[config.mk]
export PLATFORM = sky130hd
export DESIGN_NAME = uhc_cmd_stat
export DESIGN_NICKNAME = d
export VERILOG_FILES = /design/src/rtl/uhc_pkg.sv /design/src/rtl/uhc_run_ctl.sv /design/src/rtl/uhc_int_status.sv /design/src/rtl/uhc_int_pacer.sv /design/src/rtl/uhc_cmd_stat.sv
export SDC_FILE = /design/constraint.sdc
export NUM_CORES = 1
export LEC_CHECK = 0
export ABC_CLOCK_PERIOD_IN_PS = 4850
export CORE_ASPECT_RATIO = 0.5
export CORE_MARGIN = 8
export CORE_UTILIZATION = 45
export CTS_BUF_LIST = sky130_fd_sc_hd__clkbuf_4 sky130_fd_sc_hd__clkbuf_8 sky130_fd_sc_hd__clkbuf_16
export DETAILED_ROUTE_END_ITERATION = 16
export DONT_BUFFER_PORTS = 1
export PLACE_DENSITY = 0.61
export SYNTH_ARGS = -nofsm -noshare
export SYNTH_HDL_FRONTEND = slang
export SYNTH_SLANG_ARGS = --single-unit
[constraint.sdc]
create_clock -name clk -period 4.85 [get_ports clk]
set_input_delay 1.2125 -clock clk [delete_from_list [all_inputs] [get_ports clk]]
set_output_delay 1.2125 -clock clk [all_outputs]
set_load 0.1 [all_outputs]
[src/rtl/uhc_pkg.sv]
package uhc_pkg;
  localparam logic [1:0] A_CMD = 2'd0;
  localparam logic [1:0] A_STS = 2'd1;
  localparam logic [1:0] A_IEN = 2'd2;

  localparam int unsigned NSRC   = 6;
  localparam int unsigned THR_W  = 8;

  localparam int unsigned CB_RUN    = 0;
  localparam int unsigned CB_HRST   = 1;
  localparam int unsigned CB_PSEN   = 4;
  localparam int unsigned CB_ASEN   = 5;
  localparam int unsigned CB_BELL   = 6;
  localparam int unsigned CB_THR_LO = 16;

  localparam int unsigned SB_HALT = 12;
  localparam int unsigned SB_PSS  = 14;
  localparam int unsigned SB_ASS  = 15;

  localparam int unsigned EV_CMPL = 0;
  localparam int unsigned EV_ERR  = 1;
  localparam int unsigned EV_PORT = 2;
  localparam int unsigned EV_ROLL = 3;
  localparam int unsigned EV_SYSE = 4;
  localparam int unsigned EV_IAA  = 5;

  typedef enum logic [1:0] {
    RS_HALTED   = 2'd0,
    RS_RUNNING  = 2'd1,
    RS_DRAINING = 2'd2
  } run_state_e;
endpackage

[src/rtl/uhc_run_ctl.sv]
module uhc_run_ctl
  import uhc_pkg::*;
#(
  parameter int unsigned DRAIN_TICKS = 16,
  parameter int unsigned RST_CYCLES  = 4,
  parameter int unsigned THR_INIT    = 8
) (
  input  logic             clk,
  input  logic             rst_n,
  input  logic             cmd_we,
  input  logic             wr_run,
  input  logic             wr_hrst,
  input  logic             wr_psen,
  input  logic             wr_asen,
  input  logic             wr_bell,
  input  logic [THR_W-1:0] wr_thr,
  input  logic             mf_tick,
  input  logic             pipe_idle,
  input  logic             evict_ack,
  output logic             run_q,
  output logic             hrst_busy,
  output logic             init_o,
  output logic             halted,
  output logic             psen_q,
  output logic             asen_q,
  output logic             pss_q,
  output logic             ass_q,
  output logic             bell_q,
  output logic             iaa_set,
  output logic [THR_W-1:0] thr_q,
  output logic             thr_restart
);
  localparam int unsigned DW = $clog2(DRAIN_TICKS + 1);
  localparam int unsigned RW = $clog2(RST_CYCLES + 1);
  localparam logic [DW-1:0] DRAIN_LAST = DW'(DRAIN_TICKS - 1);
  localparam logic [RW-1:0] RST_LOAD   = RW'(RST_CYCLES);
  localparam logic [THR_W-1:0] THR_DEF = THR_W'(THR_INIT);

  run_state_e    state;
  logic [DW-1:0] drain_cnt;
  logic [RW-1:0] rst_cnt;
  logic          bell_pend;
  logic          hrst_start;
  logic          sw_we;

  assign hrst_busy   = (rst_cnt != '0);
  assign hrst_start  = cmd_we && wr_hrst && !hrst_busy;
  assign init_o      = hrst_start || hrst_busy;
  assign sw_we       = cmd_we && !init_o;
  assign halted      = (state == RS_HALTED);
  assign iaa_set     = evict_ack && bell_q && !init_o;
  assign thr_restart = sw_we && (wr_thr != thr_q);

  always_ff @(posedge clk or negedge rst_n) begin
    if (!rst_n) begin
      state     <= RS_HALTED;
      run_q     <= 1'b0;
      drain_cnt <= '0;
      rst_cnt   <= '0;
      psen_q    <= 1'b0;
      asen_q    <= 1'b0;
      pss_q     <= 1'b0;
      ass_q     <= 1'b0;
      bell_q    <= 1'b0;
      bell_pend <= 1'b0;
      thr_q     <= THR_DEF;
    end else if (init_o) begin
      state     <= RS_HALTED;
      run_q     <= 1'b0;
      drain_cnt <= '0;
      rst_cnt   <= hrst_start ? RST_LOAD : rst_cnt - 1'b1;
      psen_q    <= 1'b0;
      asen_q    <= 1'b0;
      pss_q     <= 1'b0;
      ass_q     <= 1'b0;
      bell_q    <= 1'b0;
      bell_pend <= 1'b0;
      thr_q     <= THR_DEF;
    end else begin
      if (sw_we) begin
        psen_q <= wr_psen;
        asen_q <= wr_asen;
        thr_q  <= wr_thr;
      end
      if (mf_tick) begin
        pss_q <= psen_q;
        ass_q <= asen_q;
      end
      bell_pend <= iaa_set;
      if (bell_pend)              bell_q <= 1'b0;
      else if (sw_we && wr_bell)  bell_q <= 1'b1;
      case (state)
        RS_HALTED: begin
          if (sw_we && wr_run) begin
            run_q <= 1'b1;
            state <= RS_RUNNING;
          end
        end
        RS_RUNNING: begin
          if (sw_we && !wr_run) begin
            run_q     <= 1'b0;
            drain_cnt <= '0;
            state     <= RS_DRAINING;
          end
        end
        RS_DRAINING: begin
          if (pipe_idle) begin
            state <= RS_HALTED;
          end else if (mf_tick) begin
            if (drain_cnt == DRAIN_LAST) state <= RS_HALTED;
            else                         drain_cnt <= drain_cnt + 1'b1;
          end
        end
        default: state <= RS_HALTED;
      endcase
    end
  end

  a_r2_halt_excl_run: assert property (@(posedge clk) disable iff (!rst_n)
    halted |-> !run_q);

  a_r3_timeout_halts: assert property (@(posedge clk) disable iff (!rst_n)
    (state == RS_DRAINING && !pipe_idle && mf_tick && !init_o && drain_cnt == DRAIN_LAST) |=> halted);

  a_r3_idle_halts: assert property (@(posedge clk) disable iff (!rst_n)
    (state == RS_DRAINING && pipe_idle) |=> halted);

  a_r4_busy_halted: assert property (@(posedge clk) disable iff (!rst_n)
    hrst_busy |-> (halted && !bell_q && thr_q == THR_DEF));

  a_r11_sched_lag: assert property (@(posedge clk) disable iff (!rst_n)
    (!mf_tick && !init_o) |=> ($stable(pss_q) && $stable(ass_q)));
endmodule

[src/rtl/uhc_int_status.sv]
module uhc_int_status
  import uhc_pkg::*;
(
  input  logic            clk,
  input  logic            rst_n,
  input  logic            init,
  input  logic            sts_we,
  input  logic            ien_we,
  input  logic [NSRC-1:0] wdata,
  input  logic [NSRC-1:0] set_vec,
  output logic [NSRC-1:0] sts_q,
  output logic [NSRC-1:0] ien_q,
  output logic            pend_any
);
  assign pend_any = |(sts_q & ien_q);

  always_ff @(posedge clk or negedge rst_n) begin
    if (!rst_n)                 ien_q <= '0;
    else if (init)              ien_q <= '0;
    else if (ien_we)            ien_q <= wdata;
  end

  for (genvar i = 0; i < NSRC; i++) begin : g_bit
    always_ff @(posedge clk or negedge rst_n) begin
      if (!rst_n)     sts_q[i] <= 1'b0;
      else if (init)  sts_q[i] <= 1'b0;
      else            sts_q[i] <= set_vec[i] | (sts_q[i] & ~(sts_we & wdata[i]));
    end

    a_r7_event_wins: assert property (@(posedge clk) disable iff (!rst_n || init)
      set_vec[i] |=> sts_q[i]);

    a_r6_w1c_clears: assert property (@(posedge clk) disable iff (!rst_n)
      (sts_we && wdata[i] && !set_vec[i]) |=> !sts_q[i]);
  end
endmodule

[src/rtl/uhc_int_pacer.sv]
module uhc_int_pacer
  import uhc_pkg::*;
(
  input  logic             clk,
  input  logic             rst_n,
  input  logic             init,
  input  logic             restart,
  input  logic             tick,
  input  logic [THR_W-1:0] thr,
  input  logic             pend_any,
  output logic             irq
);
  logic [THR_W-1:0] cnt;
  logic [THR_W:0]   nxt;
  logic             bound;

  assign nxt   = {1'b0, cnt} + 1'b1;
  assign bound = tick && !restart && (nxt >= {1'b0, thr});

  always_ff @(posedge clk or negedge rst_n) begin
    if (!rst_n) begin
      cnt <= '0;
      irq <= 1'b0;
    end else if (init) begin
      cnt <= '0;
      irq <= 1'b0;
    end else begin
      if (restart || bound) cnt <= '0;
      else if (tick)        cnt <= nxt[THR_W-1:0];
      irq <= bound ? pend_any : (irq && pend_any);
    end
  end

  a_r9_rise_on_tick: assert property (@(posedge clk) disable iff (!rst_n)
    $rose(irq) |-> $past(tick));

  a_r9_drop_no_pend: assert property (@(posedge clk) disable iff (!rst_n)
    (irq && !pend_any) |=> !irq);
endmodule

[src/rtl/uhc_cmd_stat.sv]
module uhc_cmd_stat
  import uhc_pkg::*;
#(
  parameter int unsigned DRAIN_TICKS = 16,
  parameter int unsigned RST_CYCLES  = 4,
  parameter int unsigned THR_INIT    = 8
) (
  input  logic        clk,
  input  logic        rst_n,
  input  logic        reg_wr,
  input  logic [1:0]  reg_addr,
  input  logic [31:0] reg_wdata,
  output logic [31:0] reg_rdata,
  input  logic        mf_tick,
  input  logic        pipe_idle,
  input  logic        ev_cmpl,
  input  logic        ev_err,
  input  logic        ev_err_ioc,
  input  logic        ev_port,
  input  logic        ev_roll,
  input  logic        ev_syserr,
  input  logic        evict_ack,
  output logic        irq,
  output logic        halted,
  output logic        sched_per_en,
  output logic        sched_async_en
);
  logic             run_q, hrst_busy, init, psen_q, asen_q, pss_q, ass_q;
  logic             bell_q, iaa_set, thr_restart, pend_any;
  logic [THR_W-1:0] thr_q;
  logic [NSRC-1:0]  sts_q, ien_q, set_vec;
  logic             cmd_we, sts_we, ien_we;
  logic             unused_wdata;

  assign cmd_we = reg_wr && (reg_addr == A_CMD);
  assign sts_we = reg_wr && (reg_addr == A_STS) && !init;
  assign ien_we = reg_wr && (reg_addr == A_IEN) && !init;
  assign unused_wdata = ^{reg_wdata[31:24], reg_wdata[15:7], reg_wdata[3:2]};

  always_comb begin
    set_vec          = '0;
    set_vec[EV_CMPL] = ev_cmpl | ev_err_ioc;
    set_vec[EV_ERR]  = ev_err | ev_err_ioc;
    set_vec[EV_PORT] = ev_port;
    set_vec[EV_ROLL] = ev_roll;
    set_vec[EV_SYSE] = ev_syserr;
    set_vec[EV_IAA]  = iaa_set;
  end

  uhc_run_ctl #(
    .DRAIN_TICKS(DRAIN_TICKS),
    .RST_CYCLES (RST_CYCLES),
    .THR_INIT   (THR_INIT)
  ) u_run (
    .clk        (clk),
    .rst_n      (rst_n),
    .cmd_we     (cmd_we),
    .wr_run     (reg_wdata[CB_RUN]),
    .wr_hrst    (reg_wdata[CB_HRST]),
    .wr_psen    (reg_wdata[CB_PSEN]),
    .wr_asen    (reg_wdata[CB_ASEN]),
    .wr_bell    (reg_wdata[CB_BELL]),
    .wr_thr     (reg_wdata[CB_THR_LO +: THR_W]),
    .mf_tick    (mf_tick),
    .pipe_idle  (pipe_idle),
    .evict_ack  (evict_ack),
    .run_q      (run_q),
    .hrst_busy  (hrst_busy),
    .init_o     (init),
    .halted     (halted),
    .psen_q     (psen_q),
    .asen_q     (asen_q),
    .pss_q      (pss_q),
    .ass_q      (ass_q),
    .bell_q     (bell_q),
    .iaa_set    (iaa_set),
    .thr_q      (thr_q),
    .thr_restart(thr_restart)
  );

  uhc_int_status u_sts (
    .clk     (clk),
    .rst_n   (rst_n),
    .init    (init),
    .sts_we  (sts_we),
    .ien_we  (ien_we),
    .wdata   (reg_wdata[NSRC-1:0]),
    .set_vec (set_vec),
    .sts_q   (sts_q),
    .ien_q   (ien_q),
    .pend_any(pend_any)
  );

  uhc_int_pacer u_pace (
    .clk     (clk),
    .rst_n   (rst_n),
    .init    (init),
    .restart (thr_restart),
    .tick    (mf_tick),
    .thr     (thr_q),
    .pend_any(pend_any),
    .irq     (irq)
  );

  assign sched_per_en   = pss_q;
  assign sched_async_en = ass_q;

  always_comb begin
    reg_rdata = '0;
    case (reg_addr)
      A_CMD: begin
        reg_rdata[CB_RUN]              = run_q;
        reg_rdata[CB_HRST]             = hrst_busy;
        reg_rdata[CB_PSEN]             = psen_q;
        reg_rdata[CB_ASEN]             = asen_q;
        reg_rdata[CB_BELL]             = bell_q;
        reg_rdata[CB_THR_LO +: THR_W]  = thr_q;
      end
      A_STS: begin
        reg_rdata[NSRC-1:0] = sts_q;
        reg_rdata[SB_HALT]  = halted;
        reg_rdata[SB_PSS]   = pss_q;
        reg_rdata[SB_ASS]   = ass_q;
      end
      A_IEN:   reg_rdata[NSRC-1:0] = ien_q;
      default: reg_rdata = '0;
    endcase
  end

  a_r5_bell_after_iaa: assert property (@(posedge clk) disable iff (!rst_n || init)
    $fell(bell_q) |-> $past(sts_q[EV_IAA]));

  a_r8_ioc_err_both: assert property (@(posedge clk) disable iff (!rst_n || init)
    ev_err_ioc |=> (sts_q[EV_CMPL] && sts_q[EV_ERR]));
endmodule

==> flow_summary.html <==
<table>
<tr><th>Metric</th><th>Value</th></tr>
<tr><th colspan="2">Outcome</th></tr>
<tr><td>Status</td><td>finished, final reports clean</td></tr>
<tr><th colspan="2">Worst setup path</th></tr>
<tr><td>Crit. End Element</td><td>primary output</td></tr>
<tr><td>End point of the critical path</td><td>reg_rdata[0]</td></tr>
<tr><td>Reg-to-reg critical path startpoint</td><td>u_pace.cnt[0]</td></tr>
<tr><td>Logic depth of the worst register-to-register path</td><td>10</td></tr>
<tr><td>Worst r2r dst</td><td>u_pace.irq</td></tr>
<tr><td>Max Fanout on Critical Path</td><td>16</td></tr>
<tr><td>Startpoint type of the worst setup path</td><td>input port</td></tr>
<tr><td>Setup slack on the worst flop-to-flop path</td><td>2.05 ns</td></tr>
<tr><td>Worst Setup SP</td><td>reg_addr[0]</td></tr>
<tr><td>Kind of critical path</td><td>input port to primary output</td></tr>
<tr><td>Data required time at the worst endpoint</td><td>about 3.6 ns</td></tr>
<tr><td>Endpoint arrival time on the critical path</td><td>approximately 2.4 ns</td></tr>
<tr><th colspan="2">Route</th></tr>
<tr><td>Number of remaining DRC errors</td><td>0</td></tr>
<tr><td>Post-detailed-routing wire length</td><td>approximately 6600 um</td></tr>
<tr><td>Vias after detailed routing</td><td>between 2000 and 2500</td></tr>
<tr><td>Starting DRC count in detailed routing</td><td>84</td></tr>
<tr><td>Number of vias per cell after detailed routing</td><td>5.45</td></tr>
<tr><td>Number of nets with antenna violations after routing</td><td>0</td></tr>
<tr><td>Post-detailed-route wirelength per cell</td><td>between 15 and 20 um</td></tr>
<tr><td>First-pass detailed-route iteration total</td><td>4</td></tr>
<tr><th colspan="2">Timing</th></tr>
<tr><td>Final critical delay including setup and external delays</td><td>approximately 3.6 ns</td></tr>
<tr><td>Worst setup slack after layout</td><td>roughly 1.2 ns</td></tr>
<tr><td>Worst hold margin</td><td>0.398 ns</td></tr>
<tr><td>RSZ-0062 raised after global routing</td><td>false</td></tr>
<tr><td>Relative slew slack</td><td>0.373</td></tr>
<tr><td>Number of hold-slack violations in the final timing report</td><td>0</td></tr>
<tr><td>Clock tree skew after final layout</td><td>around 0.0037 ns</td></tr>
<tr><td>Least-Margin Pin Slew</td><td>about 0.94 ns</td></tr>
<tr><td>Final clock period utilization by the worst path</td><td>0.747</td></tr>
<tr><td>Setup TNS</td><td>0 ns</td></tr>
<tr><td>Max-slew violations</td><td>0</td></tr>
<tr><td>Max frequency</td><td>about 0.28 GHz</td></tr>
<tr><td>Final-report setup violation count</td><td>0</td></tr>
<tr><th colspan="2">Logic synthesis</th></tr>
<tr><td>Leading post-synthesis cells by instance count</td><td>45 x dfrtp_1, 28 x nand2_1, 20 x a21oi_1, 20 x nor2_1, 18 x inv_1</td></tr>
<tr><td>Cell with the most instances after synthesis</td><td>dfrtp_1</td></tr>
<tr><td>Netlist Area Pre-Place</td><td>0.00289 mm2</td></tr>
<tr><td>Count of flip-flops with a built-in enable after synthesis</td><td>0</td></tr>
<tr><td>Post-synthesis area per instance</td><td>approximately 9.3 um2</td></tr>
<tr><td>Main synth FF type</td><td>dfrtp_1</td></tr>
<tr><td>Count of synthesis-stage warnings from yosys</td><td>0</td></tr>
<tr><td>Async set or reset register ratio after synthesis</td><td>1.00</td></tr>
<tr><td>Synth top area cells</td><td>dfrtp_1 39%, ha_1 7.4%, buf_4 3.9%</td></tr>
<tr><td>Yosys reg bits</td><td>46</td></tr>
<tr><td>Most area-hungry cell type in the Yosys netlist</td><td>dfrtp_1</td></tr>
<tr><td>Post-synthesis cell count</td><td>approximately 310</td></tr>
<tr><td>Sequential-to-total area share from yosys stat</td><td>0.399</td></tr>
<tr><td>Area share of the largest cell type after synthesis</td><td>0.390</td></tr>
<tr><td>Unique masters post-synth</td><td>53</td></tr>
<tr><th colspan="2">GRT</th></tr>
<tr><td>Wire length of the first global-routing pass</td><td>11000 um</td></tr>
<tr><td>Global-route congestion overflow total</td><td>0</td></tr>
<tr><td>Number of antenna violations at the first check in global routing</td><td>0</td></tr>
<tr><td>Pin count of the biggest net entering global routing</td><td>47</td></tr>
<tr><td>Global-route usage over all layers</td><td>0.144</td></tr>
<tr><td>Number of global-route vias before repair</td><td>2210</td></tr>
<tr><th colspan="2">CTS</th></tr>
<tr><td># resized after CTS</td><td>0</td></tr>
<tr><td>TritonCTS clock tree</td><td>done</td></tr>
<tr><td>Clock latency reported for the late side of the worst-skew pair</td><td>approximately 0.28 ns</td></tr>
<tr><td>Clock Sinks</td><td>46</td></tr>
<tr><td>Buffers inserted during post-CTS setup optimization</td><td>0</td></tr>
<tr><td>Clock buffers created by TritonCTS</td><td>5</td></tr>
<tr><td>Number of buffers between clock root and the deepest sink</td><td>2</td></tr>
<tr><td>H-tree depth reported by CTS</td><td>2</td></tr>
<tr><td>Number of hold buffers added after cts</td><td>0</td></tr>
<tr><td>CTS root buf</td><td>clkbuf_16</td></tr>
<tr><td>Clock transition at the register clock pins on the worst setup and hold paths after CTS</td><td>0.06 ns</td></tr>
<tr><th colspan="2">Placement</th></tr>
<tr><td>Placed Cells incl. Taps</td><td>between 400 and 500</td></tr>
<tr><td>Detailed placement HPWL</td><td>between 4000 and 5000 um</td></tr>
<tr><td>Pre-CTS setup slack</td><td>between 1 and 1.5 ns</td></tr>
<tr><td>Buffers on Ports</td><td>0</td></tr>
<tr><td>Global placer's final weighted congestion</td><td>0.790</td></tr>
<tr><th colspan="2">Pwr</th></tr>
<tr><td>Switching portion of total power</td><td>0.343</td></tr>
<tr><td>Flop pwr share</td><td>0.417</td></tr>
<tr><td>Maximum resistive drop on vdd</td><td>0.000171 V</td></tr>
<tr><td>Clock network fraction of design power</td><td>0.336</td></tr>
<tr><td>Power spent charging and discharging nets</td><td>between 0.0003 and 0.0004 W</td></tr>
<tr><td>Internal power</td><td>0.000685 W</td></tr>
<tr><td>Leakage power of the design</td><td>1.42 nW</td></tr>
<tr><td>Gate power share</td><td>0.247</td></tr>
<tr><td>Total chip power</td><td>~0.0010 W</td></tr>
<tr><td>Total power density per cell area</td><td>between 300 and 400 mW/mm2</td></tr>
<tr><th colspan="2">Finish</th></tr>
<tr><td>Final net count</td><td>385</td></tr>
<tr><td>Antenna fix cells</td><td>0</td></tr>
<tr><td>Final non-filler cell total</td><td>just over 400</td></tr>
<tr><td>Fraction of layout instances using a drive strength above 1</td><td>0.158</td></tr>
<tr><td>Area grow syn2layout</td><td>10.6%</td></tr>
<tr><th colspan="2">Floorplan</th></tr>
<tr><td>Standard-cell rows</td><td>20</td></tr>
<tr><td>Core Region</td><td>0.00613 mm2</td></tr>
<tr><td>Overall die area</td><td>0.00939 mm2</td></tr>
<tr><td>Count of pins on the block boundary</td><td>82</td></tr>
<tr><td>Initial Util</td><td>0.471</td></tr>
<tr><td>Y dimension of the die</td><td>between 70 and 80 um</td></tr>
<tr><td>Die Wd</td><td>approximately 130 um</td></tr>
<tr><th colspan="2">Hold path</th></tr>
<tr><td>Hold/Removal Path Class</td><td>flop to flop</td></tr>
<tr><th colspan="2">Flow run</th></tr>
<tr><td>Max-cap violation count</td><td>0</td></tr>
</table>
-- worst min-delay path by stage --
stage	start	endpoint	depth (start not counted)
after global routing	u_run.bell_pend	u_run.bell_q	1
after floorplan	u_run.bell_pend	u_run.bell_q	1
after detailed placement	u_run.bell_pend	u_run.bell_q	1
final	u_run.bell_pend	u_run.bell_q	1
after CTS	u_run.bell_pend	u_run.bell_q	1
after global placement	u_run.bell_pend	u_run.bell_q	1
-- layout by cell type (no fill, tap or decap), types with 3 or more instances in the layout --
cell type and n:
dfrtp_1 45, nand2_1 28, a21oi_1 20, buf_4 20
inv_1 18, ha_1 17, and2_1 16, nor2_1 15
conb_1 14, xnor2_1 11, a22oi_1 9, nand4_1 9
a22o_1 9, nand2b_1 8, nor2_2 6, o21ai_0 6
clkbuf_16 5, a222oi_1 4, nand3_1 4, nand3_2 3
xor2_1 3, o22ai_1 3, nor3b_1 3, nand3b_1 3
mux2i_1 3, o211ai_1 3, a31oi_1 3
-- sequential cells by signal, indices dropped and copies added, names as in the netlist --
signal	count
u_run.bell_q	1
u_run.state	2
u_run.psen_q	1
u_run.run_q	1
u_run.pss_q	1
u_run.ass_q	1
u_run.asen_q	1
u_sts.ien_q	6
u_pace.irq	1
u_run.rst_cnt	3
u_pace.cnt	8
u_run.bell_pend	1
u_run.thr_q	8
u_sts.sts_q	6
u_run.drain_cnt	5
-- through the flow --
step	area, um2	utilization
final	3190	0.521
after global routing	3190	0.521
after CTS	3190	0.521
after detailed placement	3040	0.496
after global placement	3040	0.496
after floorplan	2940	-
-- power groups by stage --
stage                     Combinational, W  Clock (W)  Sequential (W)
final                             0.000257   0.000350        0.000435
after global routing              0.000281   0.000376        0.000439
after CTS                         0.000259   0.000360        0.000435
after detailed placement          0.000258          0        0.000442
after global placement            0.000252          0        0.000441
after floorplan                   0.000225          0        0.000435
-- metal layers --
layer,global-route usage,vias up,routed length [um]
met3,0.0335,7,467
met2,0.232,73,3090
met5,0,-,0
met1,0.190,1080,3020
li1,-,1080,-
met4,0.0400,0,63
-- layout make-up --
cell class	instances	area, um2
inverter	19	71.3
clock buffer	6	139
tap	88	110
clock inverter	2	12.5
multi-input combinational	230	1560
sequential	46	1150
fill	579	2940
timing repair buffer	20	150
-- cells by family (layout without fill, tap and decap cells) --
group,Yosys count,count (layout),synth area share
flip-flops,46,46,0.399
AO/OA/AOI/OAI,67,67,0.163
AND/OR/NAND/NOR,114,114,0.222
other,1,14,0.00130
adder cells (fa/ha/maj),17,17,0.0737
buffers and inverters,46,47,0.0845
XOR/XNOR,14,14,0.0425
multiplexers,4,4,0.0143
-- critical path, stage by stage --
cell	delay (ns)
inv_1	0.06
ha_1	0.49
a222oi_1	0.22
nor2_2	0.13
buf_4	0.30
No activity file was read; power rests on OpenSTA's default activity.
